--- src/rtl/bpt_pkg.sv ---
package bpt_pkg;

  typedef enum logic [1:0] {
    ST_IDLE = 2'd0,
    ST_DATA = 2'd1,
    ST_TURN = 2'd2
  } bpt_state_e;

  // handshakes after sampling, converted to asserted-high
  typedef struct packed {
    logic frame;
    logic irdy;
    logic trdy;
    logic devsel;
    logic stop;
  } bpt_hs_t;

endpackage

--- src/rtl/bpt_sampler.sv ---
module bpt_sampler
  import bpt_pkg::*;
#(
  parameter int AD_W  = 32,
  parameter int CBE_W = 4
) (
  input  logic             clk,
  input  logic             rst,
  input  logic             frame_n,
  input  logic             irdy_n,
  input  logic             trdy_n,
  input  logic             devsel_n,
  input  logic             stop_n,
  input  logic             gnt_n,
  input  logic             req_want,
  input  logic [AD_W-1:0]  ad,
  input  logic [CBE_W-1:0] cbe_n,
  output bpt_hs_t          hs,
  output logic             gnt_s,
  output logic             want_s,
  output logic [AD_W-1:0]  ad_s,
  output logic [CBE_W-1:0] cbe_s
);

  always_ff @(posedge clk) begin
    if (rst) begin
      hs     <= '0;
      gnt_s  <= 1'b0;
      want_s <= 1'b0;
      ad_s   <= '0;
      cbe_s  <= '0;
    end else begin
      hs.frame  <= ~frame_n;
      hs.irdy   <= ~irdy_n;
      hs.trdy   <= ~trdy_n;
      hs.devsel <= ~devsel_n;
      hs.stop   <= ~stop_n;
      gnt_s     <= ~gnt_n;
      want_s    <= req_want;
      ad_s      <= ad;
      cbe_s     <= cbe_n;
    end
  end

endmodule

--- src/rtl/bpt_phase_fsm.sv ---
module bpt_phase_fsm
  import bpt_pkg::*;
(
  input  logic       clk,
  input  logic       rst,
  input  bpt_hs_t    hs,
  output bpt_state_e state_nx,
  output logic       addr_hit,
  output logic       phase_end,
  output logic       xfer_now,
  output logic       wait_now,
  output logic       final_now,
  output logic       stop_now,
  output logic       abandon
);

  bpt_state_e state;
  logic       in_data;

  always_comb begin
    in_data   = (state == ST_DATA);
    addr_hit  = hs.frame && ((state == ST_IDLE) || ((state == ST_TURN) && !hs.irdy));
    abandon   = in_data && !hs.frame && !hs.irdy;
    phase_end = in_data && hs.irdy && (hs.trdy || hs.stop);
    xfer_now  = in_data && hs.irdy && hs.trdy;
    final_now = in_data && !hs.frame && hs.irdy;
    wait_now  = in_data && !phase_end && !abandon;
    stop_now  = in_data && hs.stop && !abandon;
  end

  always_comb begin
    state_nx = state;
    unique case (state)
      ST_IDLE: if (addr_hit) state_nx = ST_DATA;
      ST_DATA: begin
        if (abandon)                     state_nx = ST_IDLE;
        else if (phase_end && !hs.frame) state_nx = ST_TURN;
      end
      ST_TURN: begin
        if (addr_hit)                    state_nx = ST_DATA;
        else if (!hs.frame && !hs.irdy)  state_nx = ST_IDLE;
      end
      default: state_nx = ST_IDLE;
    endcase
  end

  always_ff @(posedge clk) begin
    if (rst) state <= ST_IDLE;
    else     state <= state_nx;
  end

endmodule

--- src/rtl/bpt_wait_ctr.sv ---
module bpt_wait_ctr #(
  parameter int W = 4
) (
  input  logic         clk,
  input  logic         rst,
  input  logic         clr,
  input  logic         inc,
  output logic [W-1:0] cnt
);

  localparam logic [W-1:0] CEIL = '1;

  always_ff @(posedge clk) begin
    if (rst || clr)             cnt <= '0;
    else if (inc && cnt != CEIL) cnt <= cnt + 1'b1;
  end

endmodule

--- src/rtl/busphase_tracker.sv ---
module busphase_tracker
  import bpt_pkg::*;
#(
  parameter int AD_W   = 32,
  parameter int CBE_W  = 4,
  parameter int WAIT_W = 4
) (
  input  logic              clk,
  input  logic              rst,
  input  logic              frame_n,
  input  logic              irdy_n,
  input  logic              trdy_n,
  input  logic              devsel_n,
  input  logic              stop_n,
  input  logic [AD_W-1:0]   ad,
  input  logic [CBE_W-1:0]  cbe_n,
  input  logic              gnt_n,
  input  logic              req_want,
  output logic              addr_phase,
  output logic              xfer,
  output logic              wait_st,
  output logic              last_phase,
  output logic              stop_req,
  output logic              claimed,
  output logic              busy,
  output logic [WAIT_W-1:0] wait_cnt,
  output logic [AD_W-1:0]   addr,
  output logic [CBE_W-1:0]  cmd,
  output logic              gnt_ok,
  output logic              req_n,
  output logic              req_oe
);

  bpt_hs_t          hs;
  logic             gnt_s, want_s;
  logic [AD_W-1:0]  ad_s;
  logic [CBE_W-1:0] cbe_s;
  bpt_state_e       state_nx;
  logic             addr_hit, phase_end, xfer_now, wait_now;
  logic             final_now, stop_now, abandon;
  logic             claimed_d;

  bpt_sampler #(.AD_W(AD_W), .CBE_W(CBE_W)) u_smp (
    .clk(clk), .rst(rst),
    .frame_n(frame_n), .irdy_n(irdy_n), .trdy_n(trdy_n),
    .devsel_n(devsel_n), .stop_n(stop_n),
    .gnt_n(gnt_n), .req_want(req_want),
    .ad(ad), .cbe_n(cbe_n),
    .hs(hs), .gnt_s(gnt_s), .want_s(want_s), .ad_s(ad_s), .cbe_s(cbe_s)
  );

  bpt_phase_fsm u_fsm (
    .clk(clk), .rst(rst), .hs(hs),
    .state_nx(state_nx), .addr_hit(addr_hit), .phase_end(phase_end),
    .xfer_now(xfer_now), .wait_now(wait_now), .final_now(final_now),
    .stop_now(stop_now), .abandon(abandon)
  );

  bpt_wait_ctr #(.W(WAIT_W)) u_wctr (
    .clk(clk), .rst(rst),
    .clr(addr_hit || phase_end || abandon),
    .inc(wait_now),
    .cnt(wait_cnt)
  );

  // claim is sticky inside a transaction
  always_comb begin
    if (state_nx == ST_IDLE) claimed_d = 1'b0;
    else if (addr_hit)       claimed_d = 1'b0;
    else if (hs.devsel)      claimed_d = 1'b1;
    else                     claimed_d = claimed;
  end

  always_ff @(posedge clk) begin
    if (rst) begin
      addr_phase <= 1'b0;
      xfer       <= 1'b0;
      wait_st    <= 1'b0;
      last_phase <= 1'b0;
      stop_req   <= 1'b0;
      claimed    <= 1'b0;
      busy       <= 1'b0;
      addr       <= '0;
      cmd        <= '0;
      gnt_ok     <= 1'b0;
      req_n      <= 1'b1;
      req_oe     <= 1'b0;
    end else begin
      addr_phase <= addr_hit;
      xfer       <= xfer_now;
      wait_st    <= wait_now;
      last_phase <= final_now;
      stop_req   <= stop_now;
      claimed    <= claimed_d;
      busy       <= (state_nx != ST_IDLE);
      if (addr_hit) begin
        addr <= ad_s;
        cmd  <= cbe_s;
      end
      gnt_ok     <= gnt_s;
      req_n      <= ~want_s;
      req_oe     <= 1'b1;
    end
  end

endmodule

--- config.mk ---
export PLATFORM = sky130hd
export DESIGN_NAME = busphase_tracker
export DESIGN_NICKNAME = d
export VERILOG_FILES = /design/src/rtl/bpt_pkg.sv /design/src/rtl/bpt_sampler.sv /design/src/rtl/bpt_phase_fsm.sv /design/src/rtl/bpt_wait_ctr.sv /design/src/rtl/busphase_tracker.sv
export SDC_FILE = /design/constraint.sdc
export NUM_CORES = 1
export LEC_CHECK = 0
export ABC_AREA = 1
export BUFFER_PORTS_ARGS = -buffer_cell sky130_fd_sc_hd__buf_2
export CELL_PAD_IN_SITES_DETAIL_PLACEMENT = 1
export CELL_PAD_IN_SITES_GLOBAL_PLACEMENT = 2
export CORE_AREA = 8 8 151 96
export CTS_CLUSTER_SIZE = 8
export DETAILED_ROUTE_END_ITERATION = 7
export DIE_AREA = 0 0 159 104
export HOLD_SLACK_MARGIN = 0.15
export PLACE_DENSITY = 0.78
export SKIP_CTS_REPAIR_TIMING = 1
export SKIP_LAST_GASP = 1
export SYNTH_ARGS = -nofsm -noshare
export SYNTH_HDL_FRONTEND = slang
export SYNTH_SLANG_ARGS = --single-unit
--- constraint.sdc ---
create_clock -name clk -period 1.12 [get_ports clk]
set_input_delay 0.056 -clock clk [delete_from_list [all_inputs] [get_ports clk]]
set_output_delay 0.056 -clock clk [all_outputs]
set_load 0.01 [all_outputs]
==> qor.csv, run 1 <==
stage;metric;value;unit
run_status;status;finished, violations left;
run_status;failing checks;negative setup slack;
sta;unrepaired setup endpoints after global routing;yes;
clock_tree;Root Buffer;clkbuf_16;
worst_setup_path;reg2reg setup slack;-0.003;ns
grt;M2 GR Usage;0.1649;
sta;fmax;0.8909;GHz
worst_setup_path;R2R Path Start;u_fsm.state[1];
detailed_routing;DR WL/cell;13.97;um
worst_setup_path;kind of critical path;reg -> reg;
power_and_ir_drop;Seq pwr share;0.476;
clock_tree;Max Root-Sink Buffers;2;
die;core area;12410;um2
synthesis;Synth warnings;0;
die;Die Y;104;um
power_and_ir_drop;Clock power frac;0.437;
die;die area;16540;um2
detailed_routing;violation count after the first detailed-route iteration;69;
detailed_routing;Detail Route Antenna Nets;0;
placement;IO Port Bufs;94;
sta;fin worst setup slack;-0.002517;ns
power_and_ir_drop;sw frac;0.2192;
synthesis;post-synth design cell area;3115;um2
cells_and_area;commonest cells after routing, fill and taps aside;buf_2, dfxtp_1, nand2_1, nor2_1;
cells_and_area;share of layout cells above drive strength 1;0.3365;
worst_setup_path;Reg-to-Reg End;u_wctr.cnt[2];
cells_and_area;area occupied by multi-input gates;996.0;um2
clock_tree;H-tree levels;3;
detailed_routing;via count;2775;
flow_run;total of max-cap violations;0;
worst_setup_path;Critical Path RT;1.34;ns
synthesis;Post-synth EDFFs;0;
detailed_routing;Vias/cell;3.970;
sta;Rel. slew slack;0.8039;
placement;placed cells;634;
sta;Setup Skew;0.005731;ns
power_and_ir_drop;worst vdd ir;0.5917;mV
sta;minimum clock period;1.123;ns
synthesis;area leader, netlist;dfxtp_1;
synthesis;top cells by area, synth;dfxtp_1, nand2_1, nand3_1;
synthesis;sequential area share after synthesis;0.6104;
grt;most used routing layer;met2;
power_and_ir_drop;Leak;2.438;nW
worst_setup_path;Max FO, Critical Path;4;
synthesis;top-area cell type share of the netlist area;0.6104;
worst_setup_path;CP startpoint;u_fsm.state[1];
synthesis;Yosys cell types;25;
grt;All-Layer GR Usage;0.1058;
worst_setup_path;reg2reg path depth;6;
synthesis;Post-Syn Nets;411;
cells_and_area;Final Non-Filler Cells;699;
grt;met1 usage;0.1318;
power_and_ir_drop;switching pwr;1.645;mW
grt;vias in the first global route;2804;
cells_and_area;filler cell count;1467;
placement;Placer Congestion;0.7661;
grt;first-pass GRT wire length;14.32;mm
power_and_ir_drop;Internal;5.858;mW
cells_and_area;Layout area overhead;55.66;%
clock_tree;CTS buffer count;9;
sta;Hold Vio Cnt, Final;0;
synthesis;register bit total from synthesis;95;
die;# IOs;95;
synthesis;post-synthesis cell count;365;
worst_setup_path;type of destination of the critical path;flip-flop;
grt;largest net degree at the start of global routing;51;
grt;met3 Usage GRT;0.04506;
detailed_routing;Pre-Repair DR Iteration Count;4;
detailed_routing;DRC errors left;0;
die;chip width;159;um
grt;initial antenna violation count;1;
clock_tree;Worst-Skew Late Latency;0.33;ns
sta;Worst Max-Slew Pin Slew;0.2917;ns
die;row count;32;
power_and_ir_drop;Tot Pwr;7.502;mW
grt;grt ovf;0;
detailed_routing;DRT Wirelength;9.762;mm
synthesis;Most used DFF post-synth;dfxtp_1;
cells_and_area;most common cell after layout, fill and taps aside;buf_2;
synthesis;ys async rst share;0;
placement;DP Wirelength;6.358;mm
clock_tree;CTS tree;built;
clock_tree;CTS sink cnt;95;
worst_setup_path;Worst Setup Start Kind;flip-flop;
worst_setup_path;Worst Setup EP;u_wctr.cnt[2];
worst_setup_path;crit path DAT;1.34;ns
cells_and_area;final net count;570;
die;Initial Util;0.2510;
synthesis;syn_area_per_cell;8.536;um2
clock_tree;Worst-path clk slew;0.06;ns
hold_path;Hold Path Class;in -> reg;
cells_and_area;register area;1921;um2
cells_and_area;Ant. Diodes;0;
power_and_ir_drop;Pwr Density;1547;nW/um2
sta;final setup vio count;1;
sta;Final Cycle Share;1.002;
sta;final slew viol count;0;
power_and_ir_drop;Logic pwr share;0.087;
[cells by family after synthesis]
group,after synthesis,synth area share
compound gates,10,0.01968
buf+inv,66,0.09799
xor+xnor,1,0.002812
fa+ha+maj,1,0.004015
flops,95,0.6104
simple gates,192,0.2651
[cell usage after synthesis, types with 2 or more instances]
cell / number
dfxtp_1: 95
nand2_1: 83
nor2_1: 50
inv_1: 45
nand3_1: 44
a21oi_1: 6
nand2_2: 6
buf_6: 5
clkbuf_1: 5
buf_2: 4
inv_2: 4
nand4_1: 3
a21oi_2: 2
nor2_4: 2
[worst max-delay path, stage by stage (launching register included)]
cell	delay, ns
dfxtp_4	0.36
inv_1	0.07
nand2_2	0.07
a21oi_2	0.19
nand3_2	0.16
nand2_1	0.11
a21oi_2	0.06
[state kept, by name (all words and copies together) (netlist names), 2 cells and up]
signal       flops
u_smp.hs         5
cmd              4
u_wctr.cnt       4
u_fsm.state      2
u_smp.cbe_s      4
addr            32
u_smp.ad_s      32
[through the flow]
stage	TNS, ns	util	setup WS (ns)	cell area (um2)	hold WS, ns
after floorplan	0	-	0.01420	3118	0.1227
after global placement	-0.2515	0.3138	-0.1866	3895	0.2128
after detailed placement	-1.818	0.3138	-0.1747	3895	0.2147
after CTS	-2.482	0.3399	-0.2044	4219	-0.1458
after global routing	-1.361	0.3907	-0.08981	4850	0.1943
final	-0.002517	0.3907	-0.002517	4850	0.1917
[metal layers]
metal  part of all wire  routed length, um  vias to the layer above
met5             0.0012                 12                        -
met4             0.0046                 45                        2
met1               0.47               4579                     1277
met2               0.47               4582                       66
met3              0.055                541                        6
li1                   -                  -                     1424
[worst min-delay path by stage]
| stage | start | to | slack (ns) | depth (start not counted) |
|---|---|---|---|---|
| 6_report | rst | claimed | 0.19 | 6 |
| 5_1_grt | rst | u_smp.ad_s[23] | 0.19 | 3 |
| 4_1_cts | stop_n | u_smp.hs[0] | -0.15 | 2 |
| 3_5_place_dp | stop_n | u_smp.hs[0] | 0.21 | 2 |
| 3_3_place_gp | stop_n | u_smp.hs[0] | 0.21 | 2 |
| 2_1_floorplan | gnt_n | u_smp.gnt_s | 0.12 | 1 |
[power by group through the flow]
stage	combinational (mW)	sequential, mW	clock [mW]
2_1_floorplan	0.230	3.66	0
3_3_place_gp	0.476	3.64	0
3_5_place_dp	0.490	3.65	0
4_1_cts	0.491	3.57	3.38
5_1_grt	0.720	3.58	3.49
6_report	0.652	3.57	3.28
[layout make-up]
| cell class | instances | share of cell area |
|---|---|---|
| clock buffer | 11 | 0.05005 |
| clock inverter | 5 | 0.01677 |
| inverter | 49 | 0.03947 |
| multi-input combinational | 204 | 0.2054 |
| sequential | 95 | 0.3960 |
| tap | 170 | 0.04386 |
| timing repair buffer | 165 | 0.2485 |
Power figures use the tool's default switching activity.
==> run 2: changes to the inputs <==
--- a/config.mk
+++ b/config.mk
@@ -15,6 +15,7 @@
 export DIE_AREA = 0 0 159 104
 export HOLD_SLACK_MARGIN = 0.15
 export PLACE_DENSITY = 0.78
+export REMOVE_ABC_BUFFERS = 1
 export SKIP_CTS_REPAIR_TIMING = 1
 export SKIP_LAST_GASP = 1
 export SYNTH_ARGS = -nofsm -noshare
==> run 2 against run 1 <==
Compared with the run above:
- the flow still finishes with violations (negative setup slack)
- final area decreased by 0.70%
- critical path depth unchanged
- hold slack got worse by 0.010 ns
- count of clock-buffer cells in the layout unchanged
- routed wire length decreased by 1.4%
- power decreased by 0.33%
- largest cell class unchanged
- critical endpoint is now u_wctr.cnt[1]
==> qor.csv, run 2 (synthesis gave the netlist of run 1 again) <==
stage;metric;value;unit;change
cells_and_area;Ant. Diodes;0;;unchanged
power_and_ir_drop;Leak;2.410;nW;was 2.438 nW
clock_tree;CTS sink cnt;95;;unchanged
sta;Worst Max-Slew Pin Slew;0.2640;ns;was 0.2917 ns
worst_setup_path;Worst Setup Start Kind;flip-flop;;unchanged
sta;Final Cycle Share;1.030;;was 1.002
cells_and_area;Final Util;0.3880;;was 0.3907
clock_tree;CTS buffer count;9;;unchanged
sta;fin worst setup slack;-0.03365;ns;was -0.002517 ns
worst_setup_path;Buf/Inv on CP;1;;unchanged
grt;grt ovf;0;;unchanged
detailed_routing;via count;2797;;was 2775
clock_tree;Max Root-Sink Buffers;2;;unchanged
sta;final slew viol count;0;;unchanged
placement;placed cell areas;3875;um2;was 3895 um2
cells_and_area;filler cell count;1475;;was 1467
detailed_routing;DRT Wirelength;9.630;mm;was 9.762 mm
detailed_routing;Vias/cell;4.036;;was 3.970
worst_setup_path;Critical Path Max Stage Delay;0.38;ns;was 0.36 ns
clock_tree;Worst-path clk slew;0.06;ns;about the same
sta;final setup vio count;2;;was 1
cells_and_area;area occupied by multi-input gates;1018;um2;was 996.0 um2
grt;vias in the first global route;2906;;was 2804
detailed_routing;violation count after the first detailed-route iteration;72;;was 69
detailed_routing;DRC errors left;0;;unchanged
worst_setup_path;CP top delay family;flip-flops;;unchanged
sta;Rel. slew slack;0.8225;;was 0.8039
worst_setup_path;CP Cell Sequence;inv_2 -> nor2_4 -> o21ai_4 -> nor2_4 -> nand3_2 -> a21oi_2;;was inv_1 -> nand2_2 -> a21oi_2 -> nand3_2 -> nand2_1 -> a21oi_2
worst_setup_path;type of destination of the critical path;flip-flop;;unchanged
worst_setup_path;slowest cell on the critical path;dfxtp_4;;unchanged
detailed_routing;Detail Route Antenna Nets;0;;unchanged
sta;Hold Vio Cnt, Final;0;;unchanged
cells_and_area;final net count;564;;was 570
power_and_ir_drop;Pwr Density;1553;nW/um2;was 1547 nW/um2
sta;unrepaired setup endpoints after global routing;yes;;unchanged
sta;Setup Skew;0.007740;ns;was 0.005731 ns
hold_path;Hold Path Class;in -> reg;;unchanged
run_status;failing checks;negative setup slack;;unchanged
die;chip width;159;um;unchanged
placement;IO Port Bufs;94;;unchanged
cells_and_area;most common cell after layout, fill and taps aside;buf_2;;unchanged
detailed_routing;Pre-Repair DR Iteration Count;4;;unchanged
power_and_ir_drop;worst vdd ir;0.6499;mV;was 0.5917 mV
die;# IOs;95;;unchanged
cells_and_area;register area;1917;um2;was 1921 um2
cells_and_area;biggest regs;addr: 32 flops, u_smp.ad_s: 32 flops, u_smp.hs: 5 flops;;unchanged
cells_and_area;Final Cell Area;4816;um2;was 4850 um2
cells_and_area;Layout area overhead;54.58;%;was 55.66%
worst_setup_path;CP dominant cell by count;nor2_4;;was a21oi_2
cells_and_area;commonest cells after routing, fill and taps aside;buf_2, dfxtp_1, nand2_1, nor2_1;;unchanged
detailed_routing;DR WL/cell;13.90;um;was 13.97 um
clock_tree;H-tree levels;3;;unchanged
grt;largest net degree at the start of global routing;51;;unchanged
worst_setup_path;crit path DAT;1.41;ns;was 1.34 ns
grt;first-pass GRT wire length;14.50;mm;was 14.32 mm
die;Initial Util;0.2510;;unchanged
clock_tree;CTS tree;built;;unchanged
worst_setup_path;Critical Path RT;1.38;ns;was 1.34 ns
worst_setup_path;kind of critical path;reg -> reg;;unchanged
clock_tree;Root Buffer;clkbuf_16;;unchanged
die;core area;12410;um2;unchanged
die;die area;16540;um2;unchanged
placement;DP Wirelength;6.170;mm;was 6.358 mm
run_status;status;finished, violations left;;unchanged
sta;minimum clock period;1.154;ns;was 1.123 ns
die;Die Y;104;um;unchanged
grt;All-Layer GR Usage;0.1078;;was 0.1058
grt;initial antenna violation count;1;;unchanged
sta;setup tns final;-0.03377;ns;was -0.002517 ns
sta;fmax;0.8668;GHz;was 0.8909 GHz
worst_setup_path;Max FO, Critical Path;4;;unchanged
clock_tree;Worst-Skew Late Latency;0.34;ns;was 0.33 ns
cells_and_area;share of layout cells above drive strength 1;0.3250;;was 0.3365
die;row count;32;;unchanged
placement;Placer Congestion;0.8075;;was 0.7661
flow_run;total of max-cap violations;0;;unchanged
run 2: worst min-delay path, stage by stage:
cell and delay, ns:
buf_2 0.12, inv_2 0.08, nand2_2 0.09, nor2_1 0.04, nand2_1 0.05, inv_1 0.03
run 2: worst paths after layout:
kind / slack [ns] / from / endpoint / depth (start not counted)
worst max-delay path: -0.03 / u_fsm.state[0] / u_wctr.cnt[1] / 6
worst min-delay path: 0.18 / rst / claimed / 6
worst max register to register: -0.03 / u_fsm.state[0] / u_wctr.cnt[1] / 6
worst min register to register: 0.38 / u_smp.want_s / req_n / 1
run 2: area by class of cell:
class	instances	share of cell area
clock buffer	11	0.05040
clock inverter	5	0.01689
inverter	49	0.03975
multi-input combinational	204	0.2115
sequential	95	0.3980
tap	170	0.04417
timing repair buffer	159	0.2393
run 2: metal layers:
| layer | part of all wire | global-route usage | vias to the layer above |
|---|---|---|---|
| met5 | 0.0013 | 0 | - |
| li1 | - | - | 1411 |
| met4 | 0.0077 | 0.02815 | 2 |
| met2 | 0.44 | 0.1574 | 76 |
| met1 | 0.48 | 0.1426 | 1298 |
| met3 | 0.065 | 0.04585 | 10 |
run 2: power breakdown:
| part | internal, mW | switching (mW) | total [mW] |
|---|---|---|---|
| Sequential | 3.51 | 0.0626 | 3.57 |
| Combinational | 0.317 | 0.320 | 0.637 |
| Clock | 2.02 | 1.25 | 3.27 |
| Total | 5.85 | 1.63 | 7.48 |
run 2: through the flow:
step | setup WS [ns] | power, mW | cells | hold slack (ns)
after floorplan | -0.2518 | 3.835 | 348 | 0.1227
after global placement | -0.01108 | 4.121 | 630 | 0.2102
after detailed placement | -0.09069 | 4.138 | 630 | 0.2159
after CTS | -0.1006 | 7.450 | 646 | -0.1535
after global routing | -0.08497 | 7.814 | 693 | 0.1903
final | -0.03365 | 7.478 | 693 | 0.1813
==> run 3: changes to the inputs <==
--- a/config.mk
+++ b/config.mk
@@ -9,10 +9,10 @@
 export BUFFER_PORTS_ARGS = -buffer_cell sky130_fd_sc_hd__buf_2
 export CELL_PAD_IN_SITES_DETAIL_PLACEMENT = 1
 export CELL_PAD_IN_SITES_GLOBAL_PLACEMENT = 2
-export CORE_AREA = 8 8 151 96
+export CORE_AREA = 2 2 119 109
 export CTS_CLUSTER_SIZE = 8
 export DETAILED_ROUTE_END_ITERATION = 7
-export DIE_AREA = 0 0 159 104
+export DIE_AREA = 0 0 121 111
 export HOLD_SLACK_MARGIN = 0.15
 export PLACE_DENSITY = 0.78
 export REMOVE_ABC_BUFFERS = 1
==> constraint.sdc (replaced) <==
create_clock -name clk -period 1.03 [get_ports clk]
set_input_delay 0.0515 -clock clk [delete_from_list [all_inputs] [get_ports clk]]
set_output_delay 0.0515 -clock clk [all_outputs]
set_load 0.01 [all_outputs]
==> run 3 against run 2 <==
Compared with the run above:
- the flow still finishes with violations (negative setup slack)
- count of clock-buffer cells in the layout did not move
- hold slack got worse by 0.019 ns
- power rose by 8.7%
- sequential power rose by 9.2%
- register-to-register slack got worse by 0.07 ns
- worst setup slack got worse by 0.073 ns
- final cell count rose by 0.43%
- final area rose by 2.7%
==> qor.csv, run 3 (synthesis gave the netlist of run 1 again) <==
stage;metric;value;unit;change
worst_setup_path;slowest cell on the critical path;dfxtp_2;;was dfxtp_4
worst_setup_path;kind of critical path;reg -> reg;;unchanged
worst_setup_path;CP startpoint;u_fsm.state[1];;was u_fsm.state[0]
worst_setup_path;Critical Path Max Stage Delay;0.34;ns;was 0.38 ns
worst_setup_path;Reg-to-Reg End;u_wctr.cnt[2];;was u_wctr.cnt[1]
grt;first-pass GRT wire length;12.81;mm;was 14.50 mm
grt;largest net degree at the start of global routing;33;;was 51
sta;Hold Vio Cnt, Final;0;;unchanged
clock_tree;Root Buffer;clkbuf_16;;unchanged
flow_run;total of max-cap violations;0;;unchanged
sta;setup tns final;-2.306;ns;was -0.03377 ns
worst_setup_path;CP dominant cell by count;nor2_4;;unchanged
clock_tree;Worst-Skew Late Latency;0.34;ns;about the same
die;Initial Util;0.2524;;was 0.2510
die;# IOs;95;;unchanged
cells_and_area;Final Cell Area;4945;um2;was 4816 um2
sta;Rel. slew slack;0.7741;;was 0.8225
power_and_ir_drop;Pwr Density;1644;nW/um2;was 1553 nW/um2
hold_path;Hold Path Class;in -> reg;;unchanged
worst_setup_path;type of destination of the critical path;flip-flop;;unchanged
run_status;status;finished, violations left;;unchanged
clock_tree;CTS buffer count;9;;unchanged
sta;fmax;0.8800;GHz;was 0.8668 GHz
worst_setup_path;CP top delay family;simple AND/OR/NAND/NOR gates;;was flip-flops
worst_setup_path;Worst Setup Start Kind;flip-flop;;unchanged
placement;DP Wirelength;5.604;mm;was 6.170 mm
die;Die Y;111;um;was 104 um
placement;Place WS;-0.1976;ns;was -0.09069 ns
sta;Setup Skew;0.003604;ns;was 0.007740 ns
power_and_ir_drop;Leak;2.557;nW;was 2.410 nW
detailed_routing;Vias/cell;4.103;;was 4.036
die;row count;39;;was 32
die;core area;12350;um2;was 12410 um2
worst_setup_path;CP Cell Sequence;buf_6 -> nor2_4 -> o21ai_4 -> nor2_4 -> nand3_2 -> a21oi_2;;was inv_2 -> nor2_4 -> o21ai_4 -> nor2_4 -> nand3_2 -> a21oi_2
placement;Placer Congestion;0.7364;;was 0.8075
worst_setup_path;reg2reg path depth;6;;unchanged
detailed_routing;DRT Wirelength;8.889;mm;was 9.630 mm
cells_and_area;commonest cells after routing, fill and taps aside;buf_2, dfxtp_1, nand2_1, nor2_1, dlygate4sd3_1;;was buf_2, dfxtp_1, nand2_1, nor2_1
placement;IO Port Bufs;94;;unchanged
sta;fin worst setup slack;-0.1063;ns;was -0.03365 ns
detailed_routing;Detail Route Antenna Nets;0;;unchanged
placement;placed cell areas;3880;um2;was 3875 um2
worst_setup_path;Buf/Inv on CP;1;;unchanged
clock_tree;Max Root-Sink Buffers;2;;unchanged
worst_setup_path;reg2reg setup slack;-0.11;ns;was -0.03 ns
sta;final slew viol count;0;;unchanged
grt;grt ovf;0;;unchanged
run_status;failing checks;negative setup slack;;unchanged
worst_setup_path;R2R Path Start;u_fsm.state[1];;was u_fsm.state[0]
hold_path;hold path endpoint;req_n;;was claimed
sta;final setup vio count;43;;was 2
worst_setup_path;crit path DAT;1.42;ns;was 1.41 ns
sta;minimum clock period;1.136;ns;was 1.154 ns
power_and_ir_drop;worst vdd ir;0.5870;mV;was 0.6499 mV
grt;vias in the first global route;2743;;was 2906
sta;Final Cycle Share;1.103;;was 1.030
sta;unrepaired setup endpoints after global routing;yes;;unchanged
detailed_routing;DRC errors left;0;;unchanged
clock_tree;Worst-path clk slew;0.06;ns;about the same
hold_path;Hold Path Stages;4;;was 6
die;die area;13430;um2;was 16540 um2
grt;initial antenna violation count;1;;unchanged
worst_setup_path;Max FO, Critical Path;4;;unchanged
detailed_routing;violation count after the first detailed-route iteration;95;;was 72
clock_tree;CTS tree;built;;unchanged
cells_and_area;Layout area overhead;58.71;%;was 54.58%
clock_tree;H-tree levels;3;;unchanged
clock_tree;CTS sink cnt;95;;unchanged
detailed_routing;Pre-Repair DR Iteration Count;4;;unchanged
cells_and_area;most common cell after layout, fill and taps aside;buf_2;;unchanged
hold_path;hold path start;rst;;unchanged
worst_setup_path;Critical Path RT;1.31;ns;was 1.38 ns
grt;All-Layer GR Usage;0.1241;;was 0.1078
detailed_routing;DR WL/cell;12.77;um;was 13.90 um
cells_and_area;final net count;574;;was 564
sta;Worst Max-Slew Pin Slew;0.3388;ns;was 0.2640 ns
die;chip width;121;um;was 159 um
cells_and_area;Ant. Diodes;0;;unchanged
cells_and_area;biggest regs;addr: 32 flops, u_smp.ad_s: 32 flops, u_smp.hs: 5 flops;;unchanged
detailed_routing;via count;2856;;was 2797
cells_and_area;share of layout cells above drive strength 1;0.3553;;was 0.3250
## run 3: changes by cell type in the layout (fill, tap and decap cells not counted), moves of 3 or more
cell and change:
nand2_4 +8, buf_4 +5, nand2_1 -16, dlygate4sd3_1 +3, nand2_2 +8
## run 3: worst max path at each step
| stage | to | cells past startpoint |
|---|---|---|
| 2_1_floorplan | u_wctr.cnt[0] | 6 |
| 3_3_place_gp | u_wctr.cnt[0] | 5 |
| 3_5_place_dp | u_wctr.cnt[2] | 5 |
| 4_1_cts | u_wctr.cnt[2] | 5 |
| 5_1_grt | busy | 7 |
| 6_report | u_wctr.cnt[2] | 6 |
## run 3: metrics by stage
| step | cells | hold WS (ns) | power (mW) | utilization |
|---|---|---|---|---|
| 6_report | 696 | 0.1619 | 8.131 | 0.4005 |
| 5_1_grt | 696 | 0.2002 | 8.494 | 0.4005 |
| 2_1_floorplan | 348 | 0.1182 | 4.170 | - |
| 3_3_place_gp | 629 | 0.2079 | 4.472 | 0.3143 |
| 4_1_cts | 644 | -0.1667 | 8.041 | 0.3396 |
| 3_5_place_dp | 629 | 0.2057 | 4.494 | 0.3143 |
## run 3: area by class of cell
| cell class | instances | area, um2 |
|---|---|---|
| inverters | 49 | 193.9 |
| well taps | 164 | 205.2 |
| fillers | 1432 | 7401 |
| clock buffers | 11 | 242.7 |
| multi-input cells | 204 | 1055 |
| repair buffers | 169 | 1262 |
| clock inverters | 4 | 70.07 |
| flip-flops and latches | 95 | 1916 |
## run 3: worst register-to-register path, cell delays in order, from the launching register on
cell and delay [ns]:
dfxtp_2 0.34, buf_6 0.12, nor2_4 0.11, o21ai_4 0.10, nor2_4 0.15, nand3_2 0.10, a21oi_2 0.15
## run 3: per-layer routing
layer / wire, um / vias up / GRT usage
li1: - / 1430 / -
met1: 3909 / 1346 / 0.1451
met2: 4403 / 62 / 0.2041
met3: 374 / 16 / 0.03755
met4: 191 / 2 / 0.06279
met5: 11 / - / 0
## run 3: power by group
group | leakage [nW] | switching, mW | internal, mW | total, mW
Clock | 0.155 | 1.34 | 2.17 | 3.51
Sequential | 0.784 | 0.0737 | 3.82 | 3.90
Combinational | 1.62 | 0.350 | 0.378 | 0.728
